$ cat src/rtl/bru_pkg.sv
package bru_pkg;
  localparam int IP_W   = 16;
  localparam int DISP_W = 8;
  localparam int SEL_W  = 4;

  typedef struct packed {
    logic of;
    logic sf;
    logic zf;
    logic pf;
    logic cf;
  } bru_flags_t;

  typedef enum logic [2:0] {
    PAIR_OVF  = 3'd0,
    PAIR_CRY  = 3'd1,
    PAIR_ZERO = 3'd2,
    PAIR_BE   = 3'd3,
    PAIR_SIGN = 3'd4,
    PAIR_PAR  = 3'd5,
    PAIR_LT   = 3'd6,
    PAIR_LE   = 3'd7
  } bru_pair_e;
endpackage

$ cat src/rtl/bru_rst_sync.sv
module bru_rst_sync #(
  parameter int STAGES = 2
) (
  input  logic clk,
  input  logic rst_n,
  output logic rst_sync_n
);
  logic [STAGES-1:0] sync_q;

  always_ff @(posedge clk or negedge rst_n) begin
    if (!rst_n) sync_q <= '0;
    else        sync_q <= {sync_q[STAGES-2:0], 1'b1};
  end

  assign rst_sync_n = sync_q[STAGES-1];
endmodule

$ cat src/rtl/bru_cond_eval.sv
module bru_cond_eval
  import bru_pkg::*;
(
  input  logic [SEL_W-1:0] sel_i,
  input  bru_flags_t       flags_i,
  output logic             take_o
);
  bru_pair_e pair;
  logic      base;
  logic      lt;

  always_comb begin
    pair = bru_pair_e'(sel_i[SEL_W-1:1]);
    lt   = flags_i.sf ^ flags_i.of;
    case (pair)
      PAIR_OVF:  base = flags_i.of;
      PAIR_CRY:  base = flags_i.cf;
      PAIR_ZERO: base = flags_i.zf;
      PAIR_BE:   base = flags_i.cf | flags_i.zf;
      PAIR_SIGN: base = flags_i.sf;
      PAIR_PAR:  base = flags_i.pf;
      PAIR_LT:   base = lt;
      PAIR_LE:   base = lt | flags_i.zf;
      default:   base = 1'b0;
    endcase
    take_o = base ^ sel_i[0];
  end


  always_comb begin
    if (sel_i == 4'h6 && (flags_i.cf === 1'b1 || flags_i.zf === 1'b1))
      be_taken_chk: assert (take_o);
  end


  always_comb begin
    if (sel_i == 4'hF && flags_i.zf === 1'b1)
      gt_zero_chk: assert (!take_o);
  end
endmodule

$ cat src/rtl/bru_target_add.sv
module bru_target_add #(
  parameter int IP_W   = 16,
  parameter int DISP_W = 8
) (
  input  logic [IP_W-1:0]   base_i,
  input  logic [DISP_W-1:0] disp_i,
  output logic [IP_W-1:0]   target_o
);
  localparam int EXT_W = IP_W - DISP_W;

  logic [IP_W-1:0] disp_ext;

  always_comb begin
    disp_ext = {{EXT_W{disp_i[DISP_W-1]}}, disp_i};
    target_o = base_i + disp_ext;
  end
endmodule

$ cat src/rtl/bru_branch_unit.sv
module bru_branch_unit
  import bru_pkg::*;
(
  input  logic              clk,
  input  logic              rst_n,
  input  logic              valid_i,
  input  logic [SEL_W-1:0]  cond_i,
  input  logic [DISP_W-1:0] disp_i,
  input  logic [IP_W-1:0]   next_ip_i,
  input  logic [4:0]        flags_i,
  output logic [IP_W-1:0]   ip_o,
  output logic              taken_o,
  output logic [4:0]        flags_o
);
  logic            rst_sync_n;
  logic            take_c;
  logic [IP_W-1:0] target_c;
  bru_flags_t      flags_in;

  logic [IP_W-1:0] ip_q, ip_n;
  logic            taken_q, taken_n;
  bru_flags_t      flags_q, flags_n;

  assign flags_in = bru_flags_t'(flags_i);

  bru_rst_sync #(.STAGES(2)) u_rst_sync (
    .clk        (clk),
    .rst_n      (rst_n),
    .rst_sync_n (rst_sync_n)
  );

  bru_cond_eval u_cond (
    .sel_i   (cond_i),
    .flags_i (flags_in),
    .take_o  (take_c)
  );

  bru_target_add #(.IP_W(IP_W), .DISP_W(DISP_W)) u_add (
    .base_i   (next_ip_i),
    .disp_i   (disp_i),
    .target_o (target_c)
  );

  always_comb begin
    ip_n    = ip_q;
    taken_n = taken_q;
    flags_n = flags_q;
    if (valid_i) begin
      ip_n    = take_c ? target_c : next_ip_i;
      taken_n = take_c;
      flags_n = flags_in;
    end
  end

  always_ff @(posedge clk or negedge rst_sync_n) begin
    if (!rst_sync_n) begin
      ip_q    <= '0;
      taken_q <= 1'b0;
      flags_q <= '0;
    end else begin
      ip_q    <= ip_n;
      taken_q <= taken_n;
      flags_q <= flags_n;
    end
  end

  assign ip_o    = ip_q;
  assign taken_o = taken_q;
  assign flags_o = flags_q;


  not_taken_ip_chk: assert property (@(posedge clk) disable iff (!rst_sync_n)
    (valid_i && !take_c) |=> (ip_o == $past(next_ip_i) && !taken_o));


  taken_ip_chk: assert property (@(posedge clk) disable iff (!rst_sync_n)
    (valid_i && take_c) |=>
      (taken_o && ip_o == $past(next_ip_i) + {{(IP_W-DISP_W){$past(disp_i[DISP_W-1])}}, $past(disp_i)}));


  flags_copy_chk: assert property (@(posedge clk) disable iff (!rst_sync_n)
    valid_i |=> (flags_o == $past(flags_i)));


  idle_hold_chk: assert property (@(posedge clk) disable iff (!rst_sync_n)
    !valid_i |=> ($stable(ip_o) && $stable(taken_o) && $stable(flags_o)));
endmodule

$ cat config.mk
export PLATFORM = sky130hd
export DESIGN_NAME = bru_branch_unit
export DESIGN_NICKNAME = d
export VERILOG_FILES = /design/src/rtl/bru_pkg.sv /design/src/rtl/bru_rst_sync.sv /design/src/rtl/bru_cond_eval.sv /design/src/rtl/bru_target_add.sv /design/src/rtl/bru_branch_unit.sv
export SDC_FILE = /design/constraint.sdc
export NUM_CORES = 1
export LEC_CHECK = 0
export ABC_AREA = 1
export BUFFER_PORTS_ARGS = -buffer_cell sky130_fd_sc_hd__buf_2
export CAP_MARGIN = 20
export CORE_ASPECT_RATIO = 0.8
export CORE_UTILIZATION = 35
export CTS_CLUSTER_DIAMETER = 50
export DETAILED_ROUTE_END_ITERATION = 7
export GPL_TIMING_DRIVEN = 1
export HOLD_SLACK_MARGIN = 0.15
export PLACE_DENSITY = 0.6
export RECOVER_POWER = 25
export SETUP_SLACK_MARGIN = 0.2
export SYNTH_ARGS = -nofsm -noshare
export SYNTH_HDL_FRONTEND = slang
export SYNTH_SLANG_ARGS = --single-unit
$ cat constraint.sdc
create_clock -name clk -period 0.8 [get_ports clk]
set_input_delay 0.16 -clock clk [delete_from_list [all_inputs] [get_ports clk]]
set_output_delay 0.16 -clock clk [all_outputs]
set_load 0.1 [all_outputs]
==> flow_metrics.env, run 1 <==
export IMPL_grt_max_degree=17
export IMPL_synth_adder_area_share=0.0922
export IMPL_cts_inserted_buffers=3
export IMPL_rsz0062_at_grt="true"
export IMPL_synth_top_area_cell="dfrtp_1"
export IMPL_status="finished with violations"
export IMPL_vdd_ir_drop_max_mv=1.19
export IMPL_path_class="primary input to register"
export IMPL_core_area_um2=6070
export IMPL_io_pins=58
export IMPL_ys_flop_type="dfrtp_1"
export IMPL_wl_per_cell_um=13.3
export IMPL_crit_fanout=3
export IMPL_synth_area_um2=2250
export IMPL_n_antenna_cell=0
export IMPL_final_setup_viol_count=39
export IMPL_syn_mean_instance_area_um2=6.44
export IMPL_dieWidth_um=91.7
export IMPL_antenna_found_initial=0
export IMPL_layout_setup_ws_ps=-516
export IMPL_max_freq_ghz=0.760
export IMPL_multi_input_comb_area_um2=1930
export IMPL_clk_path_buf_depth=2
export IMPL_synth_top_family_by_area="simple AND/OR/NAND/NOR gates"
export IMPL_first_iter_violations=144
export IMPL_ys_seq_area_frac=0.267
export IMPL_min_period_ps=1320
export IMPL_hold_violations=0
export IMPL_dieArea_um2=6770
export IMPL_clock_skew_ps=1.30
export IMPL_start_util=0.371
export IMPL_drc=0
export IMPL_synth_compound_area_share=0.0261
export IMPL_yosysTopAreaCellShare=0.267
export IMPL_power_density_nw_per_um2=1680
export IMPL_fp_dieH_um=73.8
export IMPL_grt_use_total=0.206
export IMPL_maxCapViolations=0
export IMPL_clkLatencyLatePin_ps=280
export IMPL_synth_edff_count=0
export IMPL_failed_checks="negative setup slack"
export IMPL_yosysUniqueCellTypes=28
export IMPL_synth_fp_nets=402
export IMPL_drv_slew=0
export IMPL_regArea_um2=684
export IMPL_synthSimpleGateAreaFrac=0.456
export IMPL_synth_mux_area_frac=0
export IMPL_p_leak_nw=2.11
export IMPL_clock_sinks=24
export IMPL_grt_pass1_wl_um=10900
export IMPL_synthCells=350
export IMPL_yosys_warnings=0
export IMPL_gp_congestion=0.866
export IMPL_rows=25
export IMPL_postRouteAntennaNets=0
export IMPL_nNetsFinal=505
export IMPL_vias_per_cell=4.64
export IMPL_synth_common_cells="135 x nand2_1, 59 x inv_1, 48 x nand3_1"
export IMPL_htreeDepth=1
export IMPL_hold_worst_slack_ps=104
export IMPL_cp_required_ps=980
export IMPL_endpoint_kind="register"
export IMPL_firstDrtPassIters=4
export IMPL_via_count=2472
export IMPL_synthTopCellsByArea="dfrtp_1 27%, nand2_1 22%, nand3_1 11%"
export IMPL_grt_pass1_vias=2282
export IMPL_ctsHoldBuffers=1
export IMPL_portBuffers=57
export IMPL_routed_wl_um=7060
export IMPL_min_path_type="register to asynchronous set/reset pin"
export IMPL_finalPower_w=0.00703
export IMPL_synthToLayoutAreaGrowth_pct=85.6
export IMPL_crit_path_start_kind="primary input"
export IMPL_crit_arrival_ps=1500
export IMPL_fillCellCount=452
export IMPL_hpwl_um=5020
export IMPL_synth_seq_cells=24
export IMPL_synth_xor_area_frac=0.0311
export IMPL_clk_pin_slew_ps=90
export IMPL_cts_tree="built"
export IMPL_overflow=0
export IMPL_drive_gt1_frac=0.524
export IMPL_async_flop_share=1.00
export IMPL_synth_most_common_cell="nand2_1"
export IMPL_timing_final_crit_share=1.65
export IMPL_cts_root_buf="clkbuf_8"
==> cells in the final DEF, fill, tap and decap left out, types with 2 or more instances in the layout <==
| master | n |
|---|---|
| nor2_2 | 2 |
| buf_16 | 2 |
| nand2_4 | 12 |
| nand4_1 | 3 |
| nand3_4 | 8 |
| ha_4 | 15 |
| a21oi_1 | 4 |
| xnor2_2 | 6 |
| a21oi_2 | 3 |
| nand2_1 | 105 |
| o21ai_1 | 3 |
| inv_2 | 6 |
| buf_12 | 25 |
| inv_4 | 2 |
| buf_2 | 22 |
| inv_1 | 50 |
| buf_8 | 2 |
| nand3_1 | 30 |
| buf_6 | 13 |
| nor2_1 | 5 |
| buf_4 | 39 |
| clkbuf_8 | 3 |
| dfrtp_4 | 22 |
| nand3_2 | 12 |
| nand3b_1 | 7 |
| nand2_2 | 32 |
==> final timing paths <==
path / startpoint / to / slack (ps) / cells past startpoint
max: next_ip_i[0] / ip_o[8]$_DFFE_PN0P_ / -520 / 10
min: u_rst_sync.sync_q[1]$_DFF_PN0_ / ip_o[5]$_DFFE_PN0P_ / 100 / 0
max reg2reg: ip_o[5]$_DFFE_PN0P_ / ip_o[5]$_DFFE_PN0P_ / -40 / 3
min reg2reg: u_rst_sync.sync_q[1]$_DFF_PN0_ / ip_o[5]$_DFFE_PN0P_ / 100 / 0
max in group asynchronous: u_rst_sync.sync_q[1]$_DFF_PN0_ / ip_o[13]$_DFFE_PN0P_ / 340 / 1
min in group clk: flags_i[0] / flags_o[0]$_DFFE_PN0P_ / 130 / 3
==> final cells by class <==
class,instances,area share
Inverter,60,0.0598
Clock inverter,1,0.00718
Tap cell,81,0.0242
Timing Repair Buffer,105,0.275
Sequential cell,24,0.164
Multi-Input combinational cell,259,0.461
Clock buffer,3,0.00987
==> per-stage QoR <==
step | setup TNS, ps | area, µm² | util | cells | setup WS, ps
2_1_floorplan | -7070 | 2630 | - | 350 | -626
6_report | -13550 | 4180 | 0.689 | 533 | -516
3_3_place_gp | -12440 | 3530 | 0.581 | 511 | -878
4_1_cts | -12620 | 3970 | 0.655 | 525 | -481
5_1_grt | -15230 | 4180 | 0.689 | 533 | -576
3_5_place_dp | -12810 | 3530 | 0.581 | 511 | -909
==> kinds of logic (layout without fill, tap and decap cells) <==
kind of cell,Yosys count,after routing
compound gates,11,11
fa+ha+maj,16,16
xor+xnor,8,8
buf+inv,67,169
flops,24,24
other cells,1,1
simple gates,223,223
==> layer usage <==
layer	global-route usage	vias to the layer above	routed length (µm)
li1	-	1295	-
met1	0.281	1112	3300
met2	0.348	60	3370
met3	0.0352	5	328
met4	0.0417	0	63
met5	0	-	0
==> critical path: stages <==
cell     delay (ps)
buf_8           100
ha_4            150
fa_2            390
nand3_4         100
nand3_4          80
a21oi_2         140
xor2_1          200
nand2_2          70
nand3_2          60
nand2_1          40
==> registers in the layout (all words and copies together), names as in the netlist <==
| name | cells |
|---|---|
| ip_o | 16 |
| flags_o | 5 |
| u_rst_sync.sync_q | 2 |
| taken_o | 1 |
==> repair_timing <==
action,in CTS,in global routing
gates cloned,1,0
pin swaps,51,22
gates resized for setup,67,32
endpoints found under the hold margin,10,7
setup endpoints to repair,44,44
setup buffers,8,8
==> power breakdown <==
part           internal (W)  switching (W)  leakage, nW
sequential          0.00149       0.000198        0.263
combinational       0.00173        0.00250         1.81
clock              0.000671       0.000431       0.0357
Power figures use the tool's default switching activity.
==> run 2: changes to the inputs <==
--- a/config.mk
+++ b/config.mk
@@ -8,13 +8,15 @@
 export ABC_AREA = 1
 export BUFFER_PORTS_ARGS = -buffer_cell sky130_fd_sc_hd__buf_2
 export CAP_MARGIN = 20
+export CELL_PAD_IN_SITES_DETAIL_PLACEMENT = 0
+export CELL_PAD_IN_SITES_GLOBAL_PLACEMENT = 1
 export CORE_ASPECT_RATIO = 0.8
-export CORE_UTILIZATION = 35
+export CORE_UTILIZATION = 33
 export CTS_CLUSTER_DIAMETER = 50
 export DETAILED_ROUTE_END_ITERATION = 7
 export GPL_TIMING_DRIVEN = 1
 export HOLD_SLACK_MARGIN = 0.15
-export PLACE_DENSITY = 0.6
+export PLACE_DENSITY_LB_ADDON = 0.1
 export RECOVER_POWER = 25
 export SETUP_SLACK_MARGIN = 0.2
 export SYNTH_ARGS = -nofsm -noshare
==> flow_metrics.env, run 2 (same netlist as run 1, synthesis figures left out) <==
export IMPL_status="finished with violations"
export IMPL_failed_checks="negative setup slack"
export IMPL_hold_violations=0
export IMPL_power_density_nw_per_um2=1560
export IMPL_portBuffers=57
export IMPL_io_pins=58
export IMPL_core_area_um2=6510
export IMPL_routed_wl_um=7020
export IMPL_grt_max_degree=23
export IMPL_layout_setup_ws_ps=-518
export IMPL_n_antenna_cell=0
export IMPL_place_area_um2=3580
export IMPL_drive_gt1_frac=0.588
export IMPL_nNetsFinal=507
export IMPL_crit_path_max_incr_delay_ps=370
export IMPL_dieWidth_um=94.4
export IMPL_wl_per_cell_um=13.0
export IMPL_layout_commonest_cell="nand2_1"
export IMPL_first_iter_violations=82
export IMPL_min_from="flags_i[0]"
export IMPL_endpoint_kind="register"
export IMPL_clkLatencyLatePin_ps=260
export IMPL_vdd_ir_drop_max_mv=1.19
export IMPL_final_setup_viol_count=39
export IMPL_path_class="primary input to register"
export IMPL_dieArea_um2=7170
export IMPL_rows=26
export IMPL_largest_reg_flops=16
export IMPL_grt_use_total=0.208
export IMPL_synthToLayoutAreaGrowth_pct=92.9
export IMPL_max_freq_ghz=0.759
export IMPL_min_path_type="primary input to register"
export IMPL_clk_path_buf_depth=2
export IMPL_cts_inserted_buffers=3
export IMPL_cts_root_buf="clkbuf_8"
export IMPL_firstDrtPassIters=5
export IMPL_min_period_ps=1320
export IMPL_crit_start="next_ip_i[0]"
export IMPL_crit_fanout=3
export IMPL_cp_required_ps=960
export IMPL_path_delay_family="adder cells"
export IMPL_final_setup_tns_ps=-12360
export IMPL_maxCapViolations=0
export IMPL_grt_pass1_wl_um=11700
export IMPL_clock_skew_ps=1.68
export IMPL_fillCellCount=538
export IMPL_drc=0
export IMPL_crit_arrival_ps=1480
export IMPL_clk_pin_slew_ps=80
export IMPL_final_cell_mix="89 x nand2_1, 47 x inv_1, 46 x nand2_2, 36 x buf_4, 27 x buf_12"
export IMPL_antenna_found_initial=0
export IMPL_critPathSlowestCell="fa_2"
export IMPL_postLayoutCellArea_um2=4350
export IMPL_crit_path_start_kind="primary input"
export IMPL_r2r_start="ip_o[1]$_DFFE_PN0P_"
export IMPL_clock_sinks=24
export IMPL_cp_cell_sequence="buf_8 -> ha_4 -> fa_2 -> nand3_2 -> nand3_4 -> a21oi_2 -> xor2_1 -> nand2_2 -> nand3_2 -> nand2_1"
export IMPL_postLayoutCoreUtil=0.668
export IMPL_grt_pass1_vias=2556
export IMPL_path_common_cell="nand3_2"
export IMPL_htreeDepth=1
export IMPL_rsz0062_at_grt="true"
export IMPL_drv_slew=0
export IMPL_p_leak_nw=2.17
export IMPL_overflow=0
export IMPL_fp_dieH_um=75.9
export IMPL_crit_buf_inv=1
export IMPL_hpwl_um=5410
export IMPL_via_count=2524
export IMPL_gp_congestion=0.822
export IMPL_postRouteAntennaNets=0
export IMPL_vias_per_cell=4.69
export IMPL_cts_tree="built"
export IMPL_timing_final_crit_share=1.65
export IMPL_start_util=0.346
==> run 2: worst reg2reg max path, cell delays in order, from the launching register on <==
cell,delay [ps]
dfrtp_4,490
buf_4,140
nand2_1,70
nand2_1,50
==> run 2: power by group <==
group | leakage (nW) | switching (W) | internal [W]
clock network | 0.0228 | 0.000361 | 0.000355
logic | 1.88 | 0.00257 | 0.00181
registers | 0.263 | 0.000194 | 0.00149
==> run 2: final timing paths <==
check,endpoint,slack (ps),cells after the start
min in group asynchronous,u_rst_sync.sync_q[0]$_DFF_PN0_,210,2
worst min-delay path,flags_o[0]$_DFFE_PN0P_,140,3
worst min register to register,ip_o[11]$_DFFE_PN0P_,260,1
worst max register to register,ip_o[1]$_DFFE_PN0P_,-50,3
max in group asynchronous,flags_o[3]$_DFFE_PN0P_,270,1
worst max-delay path,ip_o[8]$_DFFE_PN0P_,-520,10
==> run 2: repair_timing <==
action | CTS | global route
pin swaps | 55 | 49
setup endpoints to repair | 44 | 44
buffers inserted | 12 | 3
cloned | 1 | 1
hold endpoints to repair | 4 | 0
hold buffers | 1 | 0
gates resized for setup | 101 | 39
==> run 2: final cells by class <==
class | count | area [µm²] | share of cell area
clock buffers | 4 | 45.0 | 0.0104
multi-input cells | 259 | 2020 | 0.464
inverters | 60 | 253 | 0.0581
well taps | 84 | 105 | 0.0242
repair buffers | 107 | 1240 | 0.285
flip-flops and latches | 24 | 684 | 0.157
==> run 2: per-layer routing <==
layer  global-route usage  share of wire
met5                    0              0
met4               0.0138         0.0020
met3               0.0301          0.031
met2                0.359           0.49
met1                0.284           0.48
==> run 2: per-stage QoR <==
| step | hold slack [ps] | total power, W | std cells | setup WS (ps) |
|---|---|---|---|---|
| after floorplan | -136 | 0.00409 | 350 | -626 |
| after global placement | -54.1 | 0.00547 | 516 | -898 |
| after detailed placement | -53.8 | 0.00551 | 516 | -938 |
| after CTS | 121 | 0.00668 | 534 | -534 |
| after global routing | 153 | 0.00715 | 538 | -577 |
| final | 136 | 0.00678 | 538 | -518 |
